`config.mk`:
```
export PLATFORM = sky130hd
export DESIGN_NAME = adc_conv_timer
export DESIGN_NICKNAME = d
export VERILOG_FILES = /design/src/rtl/adct_pkg.sv /design/src/rtl/adct_clkdiv.sv /design/src/rtl/adct_len_calc.sv /design/src/rtl/adct_seq.sv /design/src/rtl/adct_result_model.sv /design/src/rtl/adc_conv_timer.sv
export SDC_FILE = /design/constraint.sdc
export NUM_CORES = 1
export LEC_CHECK = 0
export ABC_AREA = 1
export BUFFER_PORTS_ARGS = -buffer_cell sky130_fd_sc_hd__buf_2
export CAP_MARGIN = 20
export CORE_ASPECT_RATIO = 0.6
export CORE_MARGIN = 2
export CORE_UTILIZATION = 50
export DETAILED_ROUTE_END_ITERATION = 7
export PLACE_DENSITY = 0.7
export SLEW_MARGIN = 25
export SYNTH_ARGS = -nofsm -noshare
export SYNTH_HDL_FRONTEND = slang
export SYNTH_SLANG_ARGS = --single-unit
```
`constraint.sdc`:
```
create_clock -name clk -period 5.4 [get_ports clk]
set_clock_uncertainty 0.2 [all_clocks]
set_input_delay 0.54 -clock clk [delete_from_list [all_inputs] [get_ports clk]]
set_output_delay 0.54 -clock clk [all_outputs]
set_load 0.005 [all_outputs]
```
`src/rtl/adct_pkg.sv`:
```
package adct_pkg;

  typedef enum logic [2:0] {
    PH_IDLE,
    PH_SBUS,
    PH_SADCK,
    PH_SAMP,
    PH_CONV,
    PH_DONE
  } phase_t;

  typedef struct packed {
    logic [1:0] res;
    logic       lsamp;
    logic [1:0] lsel;
    logic       hs;
  } cfg_t;

  // Base converter-cycle count per resolution code.
  function automatic int base_cycles(input logic [1:0] res);
    case (res)
      2'd0:    return 17;
      2'd1:    return 20;
      2'd2:    return 22;
      default: return 26;
    endcase
  endfunction

  // Extended sample window per select code.
  function automatic int lst_extra(input logic [1:0] sel);
    case (sel)
      2'd0:    return 2;
      2'd1:    return 6;
      2'd2:    return 12;
      default: return 20;
    endcase
  endfunction

  function automatic int res_bits(input logic [1:0] res);
    case (res)
      2'd0:    return 8;
      2'd1:    return 10;
      2'd2:    return 12;
      default: return 16;
    endcase
  endfunction

endpackage

```
`src/rtl/adct_clkdiv.sv`:
```
module adct_clkdiv #(
  parameter int DIV_W = 2
) (
  input  logic             clk,
  input  logic             rst,
  input  logic [DIV_W-1:0] div_sel,
  output logic             tick
);
  localparam int MAX_RATIO = 1 << ((1 << DIV_W) - 1);
  localparam int CW        = (MAX_RATIO > 1) ? $clog2(MAX_RATIO) : 1;

  logic [CW-1:0] cnt;
  logic [CW-1:0] lim;

  always_comb lim = CW'((32'd1 << div_sel) - 32'd1);

  always_ff @(posedge clk) begin
    if (rst) begin
      cnt  <= '0;
      tick <= 1'b0;
    end else if (cnt >= lim) begin
      cnt  <= '0;
      tick <= 1'b1;
    end else begin
      cnt  <= cnt + 1'b1;
      tick <= 1'b0;
    end
  end
endmodule

```
`src/rtl/adct_len_calc.sv`:
```
module adct_len_calc
  import adct_pkg::*;
#(
  parameter int CNT_W    = 6,
  parameter int SMP_BASE = 3,
  parameter int HS_ADD   = 2
) (
  input  cfg_t             cfg,
  output logic [CNT_W-1:0] smp_len,
  output logic [CNT_W-1:0] cnv_len
);
  int smp_i;
  int cnv_i;

  always_comb begin
    smp_i = SMP_BASE;
    if (cfg.hs)    smp_i = smp_i + HS_ADD;
    if (cfg.lsamp) smp_i = smp_i + lst_extra(cfg.lsel);
    cnv_i   = base_cycles(cfg.res) - SMP_BASE;
    smp_len = CNT_W'(smp_i);
    cnv_len = CNT_W'(cnv_i);
  end
endmodule

```
`src/rtl/adct_seq.sv`:
```
module adct_seq
  import adct_pkg::*;
#(
  parameter int CNT_W      = 6,
  parameter int SETUP_BUS  = 5,
  parameter int SETUP_ADCK = 5
) (
  input  logic             clk,
  input  logic             rst,
  input  logic             start,
  input  logic             adck_en,
  input  logic [CNT_W-1:0] smp_len,
  input  logic [CNT_W-1:0] cnv_len,
  output logic             accept,
  output logic             finish,
  output logic             busy,
  output logic             sampling,
  output logic             converting,
  output logic             done
);
  phase_t           st, nst;
  logic [CNT_W-1:0] cnt, ncnt;

  assign accept = (st == PH_IDLE) && start;
  assign finish = (st == PH_CONV) && adck_en && (cnt == '0);

  always_comb begin
    nst  = st;
    ncnt = cnt;
    case (st)
      PH_IDLE: if (start) begin
        nst  = PH_SBUS;
        ncnt = CNT_W'(SETUP_BUS - 1);
      end
      PH_SBUS: begin
        if (cnt == '0) begin
          nst  = PH_SADCK;
          ncnt = CNT_W'(SETUP_ADCK - 1);
        end else begin
          ncnt = cnt - 1'b1;
        end
      end
      PH_SADCK: if (adck_en) begin
        if (cnt == '0) begin
          nst  = PH_SAMP;
          ncnt = smp_len - 1'b1;
        end else begin
          ncnt = cnt - 1'b1;
        end
      end
      PH_SAMP: if (adck_en) begin
        if (cnt == '0) begin
          nst  = PH_CONV;
          ncnt = cnv_len - 1'b1;
        end else begin
          ncnt = cnt - 1'b1;
        end
      end
      PH_CONV: if (adck_en) begin
        if (cnt == '0) begin
          nst  = PH_DONE;
          ncnt = '0;
        end else begin
          ncnt = cnt - 1'b1;
        end
      end
      default: begin
        nst  = PH_IDLE;
        ncnt = '0;
      end
    endcase
  end

  always_ff @(posedge clk) begin
    if (rst) begin
      st         <= PH_IDLE;
      cnt        <= '0;
      busy       <= 1'b0;
      sampling   <= 1'b0;
      converting <= 1'b0;
      done       <= 1'b0;
    end else begin
      st         <= nst;
      cnt        <= ncnt;
      busy       <= (nst != PH_IDLE);
      sampling   <= (nst == PH_SAMP);
      converting <= (nst == PH_CONV);
      done       <= (nst == PH_DONE);
    end
  end
endmodule

```
`src/rtl/adct_result_model.sv`:
```
module adct_result_model
  import adct_pkg::*;
#(
  parameter int               RES_W = 16,
  parameter logic [RES_W-1:0] SEED  = 16'h2A5C,
  parameter logic [RES_W-1:0] STEP  = 16'h1357
) (
  input  logic             clk,
  input  logic             rst,
  input  logic             fire,
  input  logic [1:0]       res,
  output logic [RES_W-1:0] result
);
  logic [RES_W-1:0] acc;
  logic [RES_W-1:0] mask;

  always_comb mask = RES_W'((32'd1 << res_bits(res)) - 32'd1);

  always_ff @(posedge clk) begin
    if (rst) begin
      acc    <= SEED;
      result <= '0;
    end else if (fire) begin
      result <= acc & mask;
      acc    <= acc + STEP;
    end
  end
endmodule

```
`src/rtl/adc_conv_timer.sv`:
```
module adc_conv_timer
  import adct_pkg::*;
#(
  parameter int               DIV_W      = 2,
  parameter int               CNT_W      = 6,
  parameter int               SETUP_BUS  = 5,
  parameter int               SETUP_ADCK = 5,
  parameter int               SMP_BASE   = 3,
  parameter int               HS_ADD     = 2,
  parameter int               RES_W      = 16,
  parameter logic [RES_W-1:0] SEED       = 16'h2A5C,
  parameter logic [RES_W-1:0] STEP       = 16'h1357
) (
  input  logic             clk,
  input  logic             rst,
  input  logic [DIV_W-1:0] div_sel,
  input  logic             start,
  input  logic [1:0]       res_sel,
  input  logic             lsamp_en,
  input  logic [1:0]       lsamp_sel,
  input  logic             hs_en,
  output logic             adck_en,
  output logic             busy,
  output logic             sampling,
  output logic             converting,
  output logic             done,
  output logic [RES_W-1:0] result
);
  cfg_t             cfg_q;
  logic             accept;
  logic             finish;
  logic [CNT_W-1:0] smp_len;
  logic [CNT_W-1:0] cnv_len;

  // Mode is frozen when a start is taken.
  always_ff @(posedge clk) begin
    if (rst) begin
      cfg_q <= '0;
    end else if (accept) begin
      cfg_q <= '{res: res_sel, lsamp: lsamp_en, lsel: lsamp_sel, hs: hs_en};
    end
  end

  adct_clkdiv #(.DIV_W(DIV_W)) u_div (
    .clk     (clk),
    .rst     (rst),
    .div_sel (div_sel),
    .tick    (adck_en)
  );

  adct_len_calc #(
    .CNT_W    (CNT_W),
    .SMP_BASE (SMP_BASE),
    .HS_ADD   (HS_ADD)
  ) u_len (
    .cfg     (cfg_q),
    .smp_len (smp_len),
    .cnv_len (cnv_len)
  );

  adct_seq #(
    .CNT_W      (CNT_W),
    .SETUP_BUS  (SETUP_BUS),
    .SETUP_ADCK (SETUP_ADCK)
  ) u_seq (
    .clk        (clk),
    .rst        (rst),
    .start      (start),
    .adck_en    (adck_en),
    .smp_len    (smp_len),
    .cnv_len    (cnv_len),
    .accept     (accept),
    .finish     (finish),
    .busy       (busy),
    .sampling   (sampling),
    .converting (converting),
    .done       (done)
  );

  adct_result_model #(
    .RES_W (RES_W),
    .SEED  (SEED),
    .STEP  (STEP)
  ) u_res (
    .clk    (clk),
    .rst    (rst),
    .fire   (finish),
    .res    (cfg_q.res),
    .result (result)
  );
endmodule

```
==> summary.md <==
| Metric | Value |
|---|---|
| Min-delay worst type | `reg -> reg` |
| Area Overhead vs Synth | `9.39%` |
| Ratio of cells with drive above 1 in the final layout | `13.7%` |
| Total gr overflow | `0` |
| Peak Freq | `336 MHz` |
| Vias per cell | `5.16` |
| Final-layout fill cell count | `527` |
| First-pass GRT wire length | `10600 µm` |
| Final setup fails | `0` |
| Post-synth top area share | `38.6%` |
| Comb power frac | `38.3%` |
| Top-count cell post-synth | `nand2_1` |
| Antenna diodes | `0` |
| Final number of hold-violating endpoints | `0` |
| DIE WIDTH | `101 µm` |
| Final period utilization | `55.1%` |
| Clock Latency Late Sink | `0.32 ns` |
| Hold buffers post-CTS | `0` |
| CP Capture Type | `flop` |
| Pleak | `1.43 nW` |
| CTS root buf | `clkbuf_8` |
| CTS resizes | `0` |
| Count of different cell masters after synthesis | `39` |
| Clock H-tree levels | `2` |
| Overall routing resource usage | `20.9%` |
| Power per cell area | `388 nW/µm²` |
| Number of global-route vias before repair | `2166` |
| Num CTS Buffers | `5` |
| # IOs | `32` |
| CP Launch Type | `flop` |
| Ys Warns | `0` |
| Peak VDD IR | `166 µV` |
| Worst-Margin Slew | `0.841 ns` |
| Core Region | `5540 µm²` |
| Drt drc | `0` |
| Clock sinks | `55` |
| Sum of negative setup slack | `0 ns` |
| Post-synth top cells | `85 x nand2_1, 55 x dfxtp_1, 47 x a21oi_1` |
| CTS tree | `built` |
| Row cnt | `21` |
| CP max FO | `38` |
| Final Max Slew Viols | `0` |
| Synth Cell Area | `2850 µm²` |
| Register area share after synthesis | `38.6%` |
| Seq cells post-synth | `55` |
| I/O Buffers | `31` |
| Reg power frac | `41.6%` |
| Nets | `446` |
| DR WL/cell | `12.4 µm` |
| Detailed placer's ending HPWL | `4670 µm` |
| Critical Path AT | `2.97 ns` |
| EDFF count, synth | `0` |
| Clock power frac | `20.1%` |
| Antenna-violating nets left | `0` |
| Placer Congestion | `0.907` |
| Final Power | `0.00121 W` |
| Die area | `6340 µm²` |
| DRT Wirelength | `6230 µm` |
| DRT iter0 DRCs | `182` |
| Internal power | `0.000716 W` |
| Die Ht | `62.5 µm` |
| Setup CP Type | `reg -> reg` |
| Postcts setup bufs | `0` |
| Max-Cap Viols | `0` |
| Net Sw Frac | `40.9%` |
| Psw | `0.000496 W` |
| Initial Utilization | `51.4%` |
| Synth top area cells | `dfxtp_1 39%, nand2_1 11%, a21oi_1 8.2%` |
| Synth Net Count | `421` |
| Post-Synthesis Cells | `397` |
| Synth area leader | `dfxtp_1` |
| Pre-antenna DRT Iters | `5` |
| Min Tclk post-route | `2.97 ns` |
| Async set-or-reset flop fraction in the synthesized netlist | `0%` |
| Most used DFF post-synth | `dfxtp_1` |
| Antenna violations before repair | `0` |
| Clock transition at path regs | `0.11 ns` |
| Outcome | `finished, final reports clean` |
| Largest net degree at the start of global routing | `39` |
| RSZ-0062 raised after global routing | `no` |
| Req. time, crit path | `5.40 ns` |
| Vias | `2593` |
| Slew HR | `43.9%` |
| CTS Buffer Depth | `2` |
| Mean Syn Cell Area | `7.18 µm²` |
[state kept, by name, summed over array words and instances, names as in the netlist]
name,count
u_seq.sampling,1
u_div.tick,1
u_seq.cnt,6
cfg_q,6
u_seq.busy,1
u_div.cnt,3
u_seq.st,3
u_seq.converting,1
u_seq.done,1
u_res.acc,16
u_res.result,16
[metal layers]
| metal | vias up | track usage, % | share of wire [%] |
|---|---|---|---|
| met5 | - | 0 | 0 |
| met4 | 0 | 3.04 | 0.32 |
| met3 | 4 | 4.70 | 7.5 |
| met2 | 98 | 26.0 | 36 |
| met1 | 1145 | 35.7 | 56 |
| li1 | 1346 | - | - |
[layout make-up]
| cell class | instances | area, µm² | area share, % |
|---|---|---|---|
| well taps | 80 | 100 | 3.21 |
| flip-flops and latches | 55 | 1100 | 35.3 |
| repair buffers | 31 | 155 | 4.97 |
| inverters | 49 | 184 | 5.90 |
| clock buffers | 5 | 68.8 | 2.21 |
| multi-input cells | 280 | 1490 | 47.6 |
| clock inverters | 3 | 25.0 | 0.802 |
[power by group through the flow]
stage / Clock, W / Combinational (W) / Sequential [W]
detailed placement: 0 / 0.000458 / 0.000512
global placement: 0 / 0.000449 / 0.000511
finish: 0.000243 / 0.000464 / 0.000504
floorplan: 0 / 0.000358 / 0.000503
global route: 0.000272 / 0.000523 / 0.000511
CTS: 0.000251 / 0.000459 / 0.000503
[kinds of logic after synthesis]
group / synth area share, %
DFF: 38.6
buffers and inverters: 9.30
AOI/OAI and AO/OA: 16.1
and+or+nand+nor: 29.3
xor gates and xnor gates: 0.922
adders and majority gates: 5.70
other: 0.132
[per-stage QoR]
stage                     hold WS, ns  setup slack, ns  util, %  instance area (µm²)  std cells
final                           0.248             2.43     56.3                 3120        503
after global routing            0.270             2.18     56.3                 3120        503
after CTS                       0.251             2.47     56.3                 3120        503
after detailed placement        0.236             2.49     54.6                 3030        495
after global placement          0.232             2.62     54.6                 3030        495
after floorplan                 0.217             3.50        -                 2850        397
[cells in the final DEF (no fill, tap or decap), drive strengths merged, types with 2 or more instances in the layout]
master and instances:
nand2 88, dfxtp 55, inv 50, a21oi 48
nand3 43, buf 31, nor2 29, o21ai 27
ha 13, nor3 6, clkbuf 5, or2 5
o211ai 4, nand3b 3, xor2 2, nor3b 2
[worst max-delay path: stages, from the launching register on]
cell	delay, ns
dfxtp_1	0.33
inv_1	0.09
ha_1	0.20
nor3b_4	0.32
nand2_4	0.15
nor2_4	0.65
inv_1	0.53
nor3_1	0.30
nor3_2	0.06
[path summary, 6_finish.rpt]
check | startpoint | endpoint | slack [ns] | cells after the start
worst max register to register | u_seq.cnt[0] | u_res.acc[5] | 2.43 | 8
worst max-delay path | u_seq.cnt[0] | u_res.acc[5] | 2.43 | 8
worst min-delay path | u_div.cnt[0] | u_div.cnt[0] | 0.25 | 1
worst min register to register | u_div.cnt[0] | u_div.cnt[0] | 0.25 | 1
No activity file was read; power rests on OpenSTA's default activity.
